<file path="src/rtl/udma_pkg.sv">
package udma_pkg;
    localparam int REG_W  = 32;
    localparam int ADDR_W = 24;
    localparam int CNT_W  = 16;
    localparam int MODE_W = 7;
    localparam int VSEL_W = 6;

    localparam logic [2:0] FLD_SRC  = 3'd0;
    localparam logic [2:0] FLD_DST  = 3'd1;
    localparam logic [2:0] FLD_CNT  = 3'd2;
    localparam logic [2:0] FLD_MODE = 3'd3;
    localparam logic [2:0] FLD_VEC  = 3'd4;

    localparam logic [1:0] STEP_INC = 2'd1;
    localparam logic [1:0] STEP_DEC = 2'd2;

    typedef enum logic [1:0] {
        ST_IDLE  = 2'd0,
        ST_READ  = 2'd1,
        ST_WRITE = 2'd2,
        ST_COUNT = 2'd3
    } udma_state_e;

    function automatic logic [REG_W-1:0] unit_bytes(input logic [1:0] size);
        unique case (size)
            2'd0:    unit_bytes = 32'd1;
            2'd1:    unit_bytes = 32'd2;
            default: unit_bytes = 32'd4;
        endcase
    endfunction

    function automatic logic [REG_W-1:0] next_addr(input logic [REG_W-1:0] a,
                                                   input logic [1:0] step,
                                                   input logic [1:0] size);
        if (step == STEP_INC)      next_addr = a + unit_bytes(size);
        else if (step == STEP_DEC) next_addr = a - unit_bytes(size);
        else                       next_addr = a;
    endfunction
endpackage

</file>
<file path="src/rtl/udma_lane.sv">
module udma_lane (
    input  logic [1:0] size,
    input  logic [1:0] addr_lo,
    output logic [3:0] be,
    output logic [1:0] lane
);
    always_comb begin
        unique case (size)
            2'd0: begin
                lane = addr_lo;
                be   = 4'b0001 << addr_lo;
            end
            2'd1: begin
                lane = {addr_lo[1], 1'b0};
                be   = addr_lo[1] ? 4'b1100 : 4'b0011;
            end
            default: begin
                lane = 2'd0;
                be   = 4'b1111;
            end
        endcase
    end
endmodule

</file>
<file path="src/rtl/udma_chan.sv">
module udma_chan
    import udma_pkg::*;
(
    input  logic               clk,
    input  logic               rst_n,
    input  logic               wr_en,
    input  logic [2:0]         wr_field,
    input  logic [REG_W-1:0]   wr_data,
    input  logic               adv,
    output logic [REG_W-1:0]   src_q,
    output logic [REG_W-1:0]   dst_q,
    output logic [CNT_W-1:0]   cnt_q,
    output logic [MODE_W-1:0]  mode_q,
    output logic [VSEL_W-1:0]  vsel_q,
    output logic               last
);
    logic       counting;
    logic [1:0] size;

    assign size     = mode_q[1:0];
    assign counting = mode_q[6];
    assign last     = (cnt_q == CNT_W'(1));

    always_ff @(posedge clk or negedge rst_n) begin
        if (!rst_n) begin
            src_q  <= '0;
            dst_q  <= '0;
            cnt_q  <= '0;
            mode_q <= '0;
            vsel_q <= '0;
        end else if (adv) begin
            src_q <= next_addr(src_q, mode_q[3:2], size);
            if (!counting) dst_q <= next_addr(dst_q, mode_q[5:4], size);
            cnt_q <= cnt_q - CNT_W'(1);
            if (last) vsel_q <= '0;
        end else if (wr_en) begin
            unique case (wr_field)
                FLD_SRC:  src_q  <= wr_data;
                FLD_DST:  dst_q  <= wr_data;
                FLD_CNT:  cnt_q  <= wr_data[CNT_W-1:0];
                FLD_MODE: mode_q <= wr_data[MODE_W-1:0];
                FLD_VEC:  vsel_q <= wr_data[VSEL_W-1:0];
                default:  ;
            endcase
        end
    end

    // reaching zero releases the vector
    p_vsel_release_r5: assert property (@(posedge clk) disable iff (!rst_n)
        adv && last |=> vsel_q == '0);
    // every unit takes one off the count
    p_count_step_r5: assert property (@(posedge clk) disable iff (!rst_n)
        adv |=> cnt_q == $past(cnt_q) - CNT_W'(1));
endmodule

</file>
<file path="src/rtl/udma_pend.sv">
module udma_pend
    import udma_pkg::*;
#(
    parameter int NCH  = 4,
    parameter int NIRQ = 33,
    localparam int CH_W  = (NCH > 1) ? $clog2(NCH) : 1,
    localparam int NLINE = 1 << VSEL_W
) (
    input  logic                         clk,
    input  logic                         rst_n,
    input  logic [NCH-1:0][VSEL_W-1:0]   vsel,
    input  logic [NIRQ-1:0]              irq_in,
    input  logic                         soft_start,
    input  logic                         grant,
    input  logic [CH_W-1:0]              grant_ch,
    output logic [NCH-1:0]               pend,
    output logic [CH_W-1:0]              pick,
    output logic [NIRQ-1:0]              irq_pass
);
    logic [NLINE-1:0] vec_line;
    logic [NLINE-1:0] claim_line;
    logic [NCH-1:0]   hit;
    logic [NCH-1:0]   clr;
    logic             unused_claim;

    always_comb begin
        vec_line             = '0;
        vec_line[NIRQ:1]     = irq_in;
        vec_line[NIRQ+1]     = soft_start;
        claim_line           = '0;
        for (int c = 0; c < NCH; c++) begin
            hit[c]                = vec_line[vsel[c]];
            claim_line[vsel[c]]   = 1'b1;
        end
    end

    assign irq_pass     = irq_in & ~claim_line[NIRQ:1];
    assign unused_claim = claim_line[0] ^ (|claim_line[NLINE-1:NIRQ+1]);
    assign clr          = grant ? (NCH'(1) << grant_ch) : '0;

    always_comb begin
        pick = '0;
        for (int c = NCH - 1; c >= 0; c--) begin
            if (pend[c]) pick = CH_W'(c);
        end
    end

    always_ff @(posedge clk or negedge rst_n) begin
        if (!rst_n) pend <= '0;
        else        pend <= (pend & ~clr) | hit;
    end

    // a grant clears the flag unless a fresh trigger lands in that cycle
    p_pend_clear_r8: assert property (@(posedge clk) disable iff (!rst_n)
        grant && !hit[grant_ch] |=> !pend[$past(grant_ch)]);
    // the granted channel is the lowest pending one
    p_pick_lowest_r7: assert property (@(posedge clk) disable iff (!rst_n)
        grant |-> pend[grant_ch] && ((pend & ((NCH'(1) << grant_ch) - NCH'(1))) == '0));
endmodule

</file>
<file path="src/rtl/udma_engine.sv">
module udma_engine
    import udma_pkg::*;
#(
    parameter int NCH  = 4,
    parameter int NIRQ = 33,
    localparam int CH_W = (NCH > 1) ? $clog2(NCH) : 1
) (
    input  logic              clk,
    input  logic              rst_n,
    input  logic              cfg_we,
    input  logic [CH_W-1:0]   cfg_ch,
    input  logic [2:0]        cfg_field,
    input  logic [REG_W-1:0]  cfg_wdata,
    input  logic [NIRQ-1:0]   irq_in,
    input  logic              soft_start,
    output logic [NIRQ-1:0]   irq_pass,
    output logic              bus_rd,
    output logic              bus_wr,
    output logic [ADDR_W-1:0] bus_addr,
    output logic [3:0]        bus_be,
    output logic [REG_W-1:0]  bus_wdata,
    input  logic [REG_W-1:0]  bus_rdata,
    output logic [NCH-1:0]    eot
);
    udma_state_e state_q, state_d;
    logic [CH_W-1:0]  cur_q;
    logic [REG_W-1:0] unit_q;

    logic [NCH-1:0][REG_W-1:0]  src_a, dst_a;
    logic [NCH-1:0][CNT_W-1:0]  cnt_a;
    logic [NCH-1:0][MODE_W-1:0] mode_a;
    logic [NCH-1:0][VSEL_W-1:0] vsel_a;
    logic [NCH-1:0] last_a, adv_a, pend;
    logic [CH_W-1:0] pick;
    logic grant, adv_any;

    logic [REG_W-1:0]  cur_src, cur_dst, unit_mask;
    logic [MODE_W-1:0] cur_mode;
    logic [3:0] src_be, dst_be;
    logic [1:0] src_lane, dst_lane;
    logic       unused_hi;

    assign cur_src   = src_a[cur_q];
    assign cur_dst   = dst_a[cur_q];
    assign cur_mode  = mode_a[cur_q];
    assign unused_hi = ^{cur_src[REG_W-1:ADDR_W], cur_dst[REG_W-1:ADDR_W], cnt_a};

    generate
        for (genvar c = 0; c < NCH; c++) begin : g_chan
            udma_chan u_chan (
                .clk      (clk),
                .rst_n    (rst_n),
                .wr_en    (cfg_we && (cfg_ch == CH_W'(c))),
                .wr_field (cfg_field),
                .wr_data  (cfg_wdata),
                .adv      (adv_a[c]),
                .src_q    (src_a[c]),
                .dst_q    (dst_a[c]),
                .cnt_q    (cnt_a[c]),
                .mode_q   (mode_a[c]),
                .vsel_q   (vsel_a[c]),
                .last     (last_a[c])
            );
        end
    endgenerate

    udma_pend #(.NCH(NCH), .NIRQ(NIRQ)) u_pend (
        .clk        (clk),
        .rst_n      (rst_n),
        .vsel       (vsel_a),
        .irq_in     (irq_in),
        .soft_start (soft_start),
        .grant      (grant),
        .grant_ch   (pick),
        .pend       (pend),
        .pick       (pick),
        .irq_pass   (irq_pass)
    );

    udma_lane u_src_lane (.size(cur_mode[1:0]), .addr_lo(cur_src[1:0]), .be(src_be), .lane(src_lane));
    udma_lane u_dst_lane (.size(cur_mode[1:0]), .addr_lo(cur_dst[1:0]), .be(dst_be), .lane(dst_lane));

    always_comb begin
        unique case (cur_mode[1:0])
            2'd0:    unit_mask = 32'h0000_00FF;
            2'd1:    unit_mask = 32'h0000_FFFF;
            default: unit_mask = 32'hFFFF_FFFF;
        endcase
    end

    // next state
    always_comb begin
        state_d = state_q;
        grant   = 1'b0;
        adv_any = 1'b0;
        unique case (state_q)
            ST_IDLE: if (|pend) begin
                grant   = 1'b1;
                state_d = mode_a[pick][6] ? ST_COUNT : ST_READ;
            end
            ST_READ:  state_d = ST_WRITE;
            ST_WRITE: begin adv_any = 1'b1; state_d = ST_IDLE; end
            ST_COUNT: begin adv_any = 1'b1; state_d = ST_IDLE; end
        endcase
    end

    assign adv_a = adv_any ? (NCH'(1) << cur_q) : '0;

    // state register
    always_ff @(posedge clk or negedge rst_n) begin
        if (!rst_n) begin
            state_q <= ST_IDLE;
            cur_q   <= '0;
            unit_q  <= '0;
            eot     <= '0;
        end else begin
            state_q <= state_d;
            if (grant) cur_q <= pick;
            if (state_q == ST_READ)
                unit_q <= (bus_rdata >> {src_lane, 3'b000}) & unit_mask;
            eot <= (adv_any && last_a[cur_q]) ? (NCH'(1) << cur_q) : '0;
        end
    end

    // outputs
    always_comb begin
        bus_rd    = 1'b0;
        bus_wr    = 1'b0;
        bus_addr  = '0;
        bus_be    = '0;
        bus_wdata = '0;
        unique case (state_q)
            ST_READ: begin
                bus_rd   = 1'b1;
                bus_addr = cur_src[ADDR_W-1:0];
                bus_be   = src_be;
            end
            ST_WRITE: begin
                bus_wr    = 1'b1;
                bus_addr  = cur_dst[ADDR_W-1:0];
                bus_be    = dst_be;
                bus_wdata = unit_q << {dst_lane, 3'b000};
            end
            default: ;
        endcase
    end

    p_rd_then_wr_r1: assert property (@(posedge clk) disable iff (!rst_n)
        bus_rd |=> bus_wr && !bus_rd);
    p_strobe_excl_r1: assert property (@(posedge clk) disable iff (!rst_n)
        !(bus_rd && bus_wr));
    p_eot_onehot_r5: assert property (@(posedge clk) disable iff (!rst_n)
        $onehot0(eot));
    p_eot_after_unit_r5: assert property (@(posedge clk) disable iff (!rst_n)
        |eot |-> $past(state_q == ST_WRITE || state_q == ST_COUNT));
    p_be_width_r3: assert property (@(posedge clk) disable iff (!rst_n)
        bus_wr |-> $countones(bus_be) == int'(unit_bytes(cur_mode[1:0])));
    p_count_quiet_r9: assert property (@(posedge clk) disable iff (!rst_n)
        grant && mode_a[pick][6] |=> !bus_rd ##1 !bus_wr);
endmodule

</file>
<file path="config.mk">
export PLATFORM = sky130hd
export DESIGN_NAME = udma_engine
export DESIGN_NICKNAME = d
export VERILOG_FILES = /design/src/rtl/udma_pkg.sv /design/src/rtl/udma_lane.sv /design/src/rtl/udma_chan.sv /design/src/rtl/udma_pend.sv /design/src/rtl/udma_engine.sv
export SDC_FILE = /design/constraint.sdc
export NUM_CORES = 2
export LEC_CHECK = 0
export BUFFER_PORTS_ARGS = -buffer_cell sky130_fd_sc_hd__buf_2
export CORE_AREA = 2 2 263 265
export DETAILED_ROUTE_END_ITERATION = 16
export DIE_AREA = 0 0 265 267
export PLACE_DENSITY_LB_ADDON = 0.15
export SETUP_SLACK_MARGIN = 0.02
export SLEW_MARGIN = 20
export SYNTH_ARGS = -nofsm -noshare
export SYNTH_HDL_FRONTEND = slang
export SYNTH_SLANG_ARGS = --single-unit
</file>
<file path="constraint.sdc">
create_clock -name clk -period 5.4 [get_ports clk]
set_clock_uncertainty 0.2 [all_clocks]
set_input_delay 1.35 -clock clk [delete_from_list [all_inputs] [get_ports clk]]
set_output_delay 1.35 -clock clk [all_outputs]
set_load 0.1 [all_outputs]
</file>
== Yosys cells after proc, flatten, opt, wreduce, memory -nomap -nowiden ==
Cells that the tools add are included.

* Register bits after elaboration: 416
* Latch bits: 0
* Bits in writable memories: 0
* Memory bits (read-only): 0
* Input bits: 106
* Output and inout port bits: 99
* Word-level logic and storage cells: 348
* Memories: 0

* Add/subtract/negate cells: 20
* Multipliers: 0
* Divide/modulo/power cells: 0
* $lt $le $gt $ge: 10
* Eq/ne operators: 52
* Shifts and indexed selects: 6
* Multiplexer cells: 163
* Bitwise gates (word level): 13
* Reduce and logical (&&, ||, !) cells: 59

{| class="wikitable"
|+ Operator list
! kind !! number
|-
| $mux 32 || 87
|-
| $add 32x32->32 || 8
|-
| $sub 32x32->32 || 8
|-
| $mux 16 || 9
|-
| $bmux 32 s2 || 2
|-
| $or 34x34->34 || 3
|-
| $mux 6 || 13
|-
| $eq 16x1->1 const B || 4
|-
| $pmux 32 s2 || 1
|-
| $sub 16x1->16 const B || 4
|-
| $mux 24 || 2
|-
| $pmux 24 s2 || 1
|-
| $reduce_bool 2->1 || 20
|-
| $reduce_and 3->1 || 12
|-
| $and 33x33->33 || 1
|-
| $not 33->33 || 1
|-
| $and 32x32->32 || 1
|-
| $shl 32x5->32 || 1
|-
| $shr 32x5->32 || 1
|-
| $eq 2x1->1 const B || 15
|-
| $bmux 7 s2 || 2
|-
| $lt 6x7->1 const B || 4
|-
| $bmux 1 s6 || 4
|-
| $demux 1 s6 || 4
|-
| other kinds (30) || 115
|}

== Longest topological paths before layout ==
* Word-level depth: 11
* Mapped depth: 15
* Depth with buffers taken out: 15

== Hierarchy ==
Synthesis repeated with hierarchy kept, for this count alone.

* Cell total of the unflattened synthesis: 4406
* Area, all modules: 37487.2 µm²

{| class="wikitable"
|+ Modules (own cells, without submodules)
! module !! times used !! cells an instance !! area an instance (µm²) !! sequential area each (µm²)
|-
| udma_chan at g_chan[1].u_chan ... || 2 || 882 || 7548.5 || 2327.2
|-
| udma_chan at g_chan[0].u_chan || 1 || 922 || 7677.4 || 2327.2
|-
| udma_chan at g_chan[3].u_chan || 1 || 890 || 7559.8 || 2327.2
|-
| udma_engine || 1 || 416 || 4405.5 || 1001.0
|-
| udma_pend || 1 || 396 || 2630.0 || 100.1
|-
| udma_lane || 2 || 9 || 58.8 || 0.0
|}

== Least setup slack after synthesis ==
OpenSTA, ideal clock, no wires.

* Path type: register to output
* From: register g_chan[1].u_chan.vsel_q[1]
* To: output port irq_pass[28]
* Arrival: 3.702 ns
* Required time: 3.850 ns
* Path slack: 0.148 ns
* Cell stages (with the launch flop): 7
* Path buffers: 3
* Cell sequence: dfrtp_1 -> clkbuf_1 -> clkbuf_1 -> clkbuf_1 -> or2_2 -> o22ai_1 -> a211oi_1

* Longest elaborated chain between the ends: 9
* Elaborated cells between the ends (all ways): 10
* Classes of those cells: order compare (2); mux (2); bitwise (5); reduce/logical (1)

{| class="wikitable"
|+ Ends and longest elaborated chain
! what !! RTL line !! text
|-
| start, declared || udma_chan.sv:14 || <nowiki>output logic [VSEL_W-1:0] vsel_q,</nowiki>
|-
| start signal, assigned || udma_chan.sv:42 || <nowiki>FLD_VEC: vsel_q <= wr_data[VSEL_W-1:0];</nowiki>
|-
| $lt 6x7->1 (implied by the code) / $ge 6x1->1 (equally long branches) || udma_pend.sv:33 || <nowiki>claim_line[vsel[c]] = 1'b1;</nowiki>
|-
| $logic_and 1x1->1 (implied by the code) || udma_pend.sv:33 ||
|-
| $mux 1 (implied by the code) || udma_pend.sv:33 ||
|-
| $demux 1 s6 (*) || -- ||
|-
| $or 34x34->34 (no line) (*) (3 in series) || -- ||
|-
| $not 33->33 (*) || udma_pend.sv:37 || <nowiki>assign irq_pass = irq_in & ~claim_line[NIRQ:1];</nowiki>
|-
| $and 33x33->33 (*) || udma_pend.sv:37 ||
|-
| end, declared || udma_engine.sv:16 || <nowiki>output logic [NIRQ-1:0] irq_pass,</nowiki>
|}

Every way passes the cells marked *; elsewhere a longest branch is shown, timed or not.

== Worst setup path after layout ==
* From: register cur_q[0]
* To: output port bus_be[0]

* Longest elaborated chain between the ends: 5
* Elaborated cells between the ends (all ways): 15
* Classes of those cells: eq/ne (1); shift (2); mux (11); reduce/logical (1)

{| class="wikitable"
|+ Ends and longest elaborated chain
! what !! RTL line !! text
|-
| start, declared || udma_engine.sv:26 || <nowiki>logic [CH_W-1:0] cur_q;</nowiki>
|-
| start signal, assigned || udma_engine.sv:118 || <nowiki>if (grant) cur_q <= pick;</nowiki>
|-
| $bmux 7 s2, or another cell as far along || udma_engine.sv:45 || <nowiki>assign cur_mode = mode_a[cur_q];</nowiki>
|-
| $mux 2 (implied by the code), or another cell as far along || udma_engine.sv:45 ||
|-
| $eq 2x1->1, or another cell as far along || udma_lane.sv:8 || <nowiki>unique case (size)</nowiki>
|-
| $pmux 4 s2 || udma_lane.sv:8 ||
|-
| $pmux 4 s2 (*) || udma_engine.sv:132 || <nowiki>unique case (state_q)</nowiki>
|-
| end, declared || udma_engine.sv:20 || <nowiki>output logic [3:0] bus_be,</nowiki>
|}

Every way passes the cells marked *; elsewhere a longest branch is shown, timed or not. The select of a mux whose other input is x is not followed.

==> results by stage <==
Setup path:
- Across all register-to-register paths, the minimum setup slack is approximately 1.1 ns.
- Walking the worst path, the cells encountered are buf_6 > mux4_2 > nor2b_2 > buf_4 > nor3_1 > o21a_1 > buf_2.
- The type of the setup path with the least slack is reg -> out.
- The slowest stage of the critical path is the mux4_2 cell.
- The data arrival at the endpoint of the critical path is 3.58 ns.
- In this run the critical register-to-register path is captured at g_chan[3].u_chan.src_q[23]$_DFFE_PN0P_.
- Of all nets on the critical path, the largest fanout is 45.
- The stage delay of the slowest cell on the critical path is 0.69 ns.
- STA classifies the critical path startpoint as a flip-flop.
- Data on the critical path is required at its endpoint by 3.85 ns.
- Counting cells, the worst reg-to-reg path comes to 14.
- The buffers plus inverters on the worst setup path is 3.
- The kind of cell with the highest combined delay along the critical path is buffers and inverters.
- The reg-to-reg critical path startpoint is g_chan[3].u_chan.mode_q[1]$_DFFE_PN0P_.
- The worst setup path is captured at an output pin.

Timing:
- Based on the critical path, the design can be clocked at up to 195 MHz.
- Setup violations remaining at the end of the flow were counted as 0.
- Hold is met by between 0.2 and 0.3 ns.
- Summed over all failing endpoints, the final setup total negative slack is 0 ns.
- In the finished design, the share of the clock period the worst path needs comes to 0.950.
- The post-layout minimum cycle time is 5.13 ns.
- The slew at the pin with the worst max-slew slack is 1.10 ns.
- The count of final max-slew check failures is 0.
- The final number of hold-violating endpoints was 0.
- The relative slew slack is 0.261.
- Setup repair after global routing left no endpoint under its margin.

Die:
- The floorplan die height is 267 microns.
- From left edge to right edge, the die measures 265 microns.
- The die covers 70,800 sq um.
- The initial utilization of the core area, before any placement, comes to 0.447.
- The I/O pin count is around 200.
- The site row count is 96.
- The floorplan step defined a core boundary enclosing 68,000 sq um.

Hold path:
- The classification of the worst-slack hold path is reg -> reg.
- The worst hold path begins at g_chan[2].u_chan.cnt_q[12]$_DFFE_PN0P_.
- The capture endpoint of the worst hold path is g_chan[2].u_chan.cnt_q[12]$_DFFE_PN0P_.
- The cell count of the worst hold path is 2.

GRT:
- The first global-routing pass estimated 163 mm of wire.
- In the global route stage, overall resource usage came out at 0.296.
- For this run, global-route usage on met2 was measured as 0.474.
- Entering global routing, the biggest net connects 121 pins.
- In this run the most used layer during global routing was met2.
- The met1 capacity usage during global routing is 0.419.
- The initial antenna violation count is 4.
- The overall overflow remaining after global route is 0.
- The via count of the first global-routing pass came to between 20,000 and 30,000.
- The met3 layer usage reported by global route is 0.0421.

Clock network:
- The CTS tree is yes.
- After clock tree synthesis, the clock-pin slew on the worst setup and hold paths is 0.06 ns.
- The number of buffers on the longest clock path is 3.
- The cts-stage hold buffer count is 0.
- The later pin in the worst-skew pair is clocked with a latency of a little over 0.6 ns.
- The number of clock sinks seen by CTS is 352.
- The H-tree was split into 2 levels.
- The number of buffers created by CTS is between 40 and 50.
- The root buffer cell is clkbuf_16.

Synthesis:
- The area fraction of the dominant cell type after synthesis is 0.290.
- For this run, the register share of the synthesized area comes to 0.290.
- The number of library cell types mapped by synthesis is 87.
- The proportion of synthesized flip-flops having asynchronous set or reset is 1.00.
- The dominant cell type by area after synthesis is dfrtp_1.
- The number of nets in the synthesized netlist is 4,005.
- Sorting the synthesized cells by area gives the leading types as dfrtp_1 29%, ha_1 8.3%, nand2_1 5.7%.
- The primary flip-flop cell chosen by synthesis mapping is dfrtp_1.
- The average size of a mapped cell is roughly 8.2 sq um.
- The yosys synthesis warning count is 0.
- The mapped netlist covers 30,400 sq um.
- Counting flops with a built-in enable in the synthesized netlist gives 0.
- After synthesis the netlist holds a flip-flop and latch count of 352.
- Synthesis produced a netlist whose cell count is 3,690.

Detailed routing:
- Dividing the detail-routed wire length by the instance count gives 22.8 microns.
- In the routed design, unresolved DRC markers number 0.
- Dividing the detail-routed via count by the number of cells gives approximately 6.2.
- Wires add up to roughly 110 mm.
- The total via count in the routed design is 29,300.
- The number of design-rule violations left by the first detailed-router iteration is 2,962.
- Before antenna repair, the detailed router went through 6 iterations.
- The antenna violation net count after detailed routing is 0.

Power and ir drop:
- The internal portion of total power is 11.9 mW.
- The worst vdd rail ir drop is between 0.5 and 0.6 mV.
- The share of power burned in registers is 0.217.
- Power spread over the standard cell area amounts to 731 nW/um^2.
- The completed layout was analyzed and its total power is 24.7 mW.
- Of the total power, the clock network draws 0.127.
- The switching power is 12.8 mW.
- The switching share of total power is 0.518.
- The part of the total power dissipated in combinational logic is 0.656.
- In this run the static leakage power is 14.3 nW.

Place:
- The routability congestion estimate from global placement is 1.00.
- The placed wire-length estimate after detailed placement is 79.7 mm.
- In this run the tool buffered the top-level ports with 196 buffer cells.
- Once placement finished, the instance area stood at 32,100 sq um.

Cells and area:
- The finished cells cover 33,700 sq um.
- The count of fill cells added during filler insertion is 6,619.
- The net total in the final layout is slightly above 4,000.
- Compared with the post-synthesis result, the final layout area differs by 11.2%.
- The proportion of layout cells with a drive suffix above 1 is 0.130.

Flow run:
- The max-capacitance violation count is 0.

Outcome:
- The run finished with clean final reports.
[layout make-up]
class / count / area, sq um / share of cell area
diodes: 2 / 5.00 / 0.000148
clock buffers: 64 / 1320 / 0.0391
clock inverters: 14 / 191 / 0.00567
inverters: 105 / 394 / 0.0117
multi-input cells: 3025 / 20400 / 0.606
flip-flops and latches: 352 / 8810 / 0.261
well taps: 882 / 1100 / 0.0327
repair buffers: 253 / 1480 / 0.0440
[Yosys cell counts (all sizes together), types with 35 or more instances]
master  count
mux2i      46
ha        201
mux2       51
a31oi      68
a21oi     288
nor2      288
nand3      87
mux4       60
a22oi      55
a211oi     61
o21ai     295
clkbuf    175
a21o      111
dfrtp     352
nand2b     47
xnor2      95
and2       46
nor3      100
o221ai     64
nand2     463
xor2       46
and3       35
or3        41
nor2b      84
inv       105
[stage by stage]
step                utilization  cells  setup WS, ns
floorplan                     -   3690         0.148
global placement          0.473   4615         0.748
detailed placement        0.473   4615         0.711
CTS                       0.495   4693        0.0570
global route              0.496   4695        0.0588
finish                    0.496   4697         0.268
[state kept, by name (all words and copies together) (netlist names)]
signal                cells
g_chan.u_chan.src_q      96
g_chan.u_chan.mode_q     28
unit_q                   32
g_chan.u_chan.cnt_q      64
g_chan.u_chan.dst_q      96
u_pend.pend               4
state_q                   2
eot                       4
g_chan.u_chan.vsel_q     24
cur_q                     2
[timing repair]
item	CTS	global route
buffers inserted	0	0
resized for setup	0	8
setup endpoints to repair	0	16
[power groups by stage]
stage | combinational, mW | clock, mW | sequential (mW)
after floorplan | 13.0 | 0 | 4.44
after global placement | 15.8 | 0 | 5.25
after detailed placement | 15.9 | 0 | 5.28
after CTS | 16.0 | 3.20 | 5.24
after global routing | 17.8 | 3.29 | 5.48
final | 16.2 | 3.14 | 5.35
[worst min-delay path, delay by kind of cell, from the launching register on]
family,cells,cell delay [ns]
simple gates,2,0.10
flops,1,0.33
[layout by cell type, fill, tap and decap left out, drive strengths merged, types with 14 or more instances in the layout]
cell type	count
nand2	463
dfrtp	352
o21ai	295
a21oi	288
nor2	288
buf	248
ha	201
a21o	111
inv	107
nor3	100
xnor2	95
nand3	87
nor2b	84
clkbuf	69
a31oi	68
o221ai	64
a211oi	61
mux4	61
a22oi	55
mux2	51
nand2b	47
and2	46
mux2i	46
xor2	46
or3	41
and3	35
o22ai	33
o21a	30
o211ai	29
o21bai	27
or2	21
nand4	20
nor3b	18
nand3b	17
o31ai	15
nor4	14
a21boi	14
[worst max-delay path by stage]
stage	from	cells past startpoint	end	slack (ns)
detailed placement	cur_q[0]$_DFFE_PN0P_	7	bus_be[0]	0.71
floorplan	g_chan[1].u_chan.vsel_q[1]$_DFFE_PN0P_	6	irq_pass[28]	0.15
CTS	cur_q[0]$_DFFE_PN0P_	7	bus_be[0]	0.06
global placement	cur_q[0]$_DFFE_PN0P_	7	bus_be[0]	0.75
global route	cur_q[0]$_DFFE_PN0P_	9	bus_wdata[23]	0.06
finish	cur_q[0]$_DFFE_PN0P_	7	bus_be[0]	0.27
[kinds of logic (layout without fill, tap and decap cells)]
family          after synthesis  count (layout)  share of synthesized area
flops                       352             352                      0.290
xor+xnor                    141             141                     0.0407
simple gates               1301            1301                      0.202
mux                         157             158                     0.0786
compound gates             1216            1216                      0.260
buf+inv                     314             436                     0.0399
fa+ha+maj                   209             209                     0.0881
other cells                   0               2                          0
[routing by layer]
metal	wire, microns	part of all wire	vias to the layer above
met5	9	0.000084	-
met4	2830	0.026	2
met3	8560	0.080	194
met2	47700	0.45	1112
met1	48000	0.45	14100
li1	-	-	13900
Note: power is estimated with default switching activity, not from simulation.
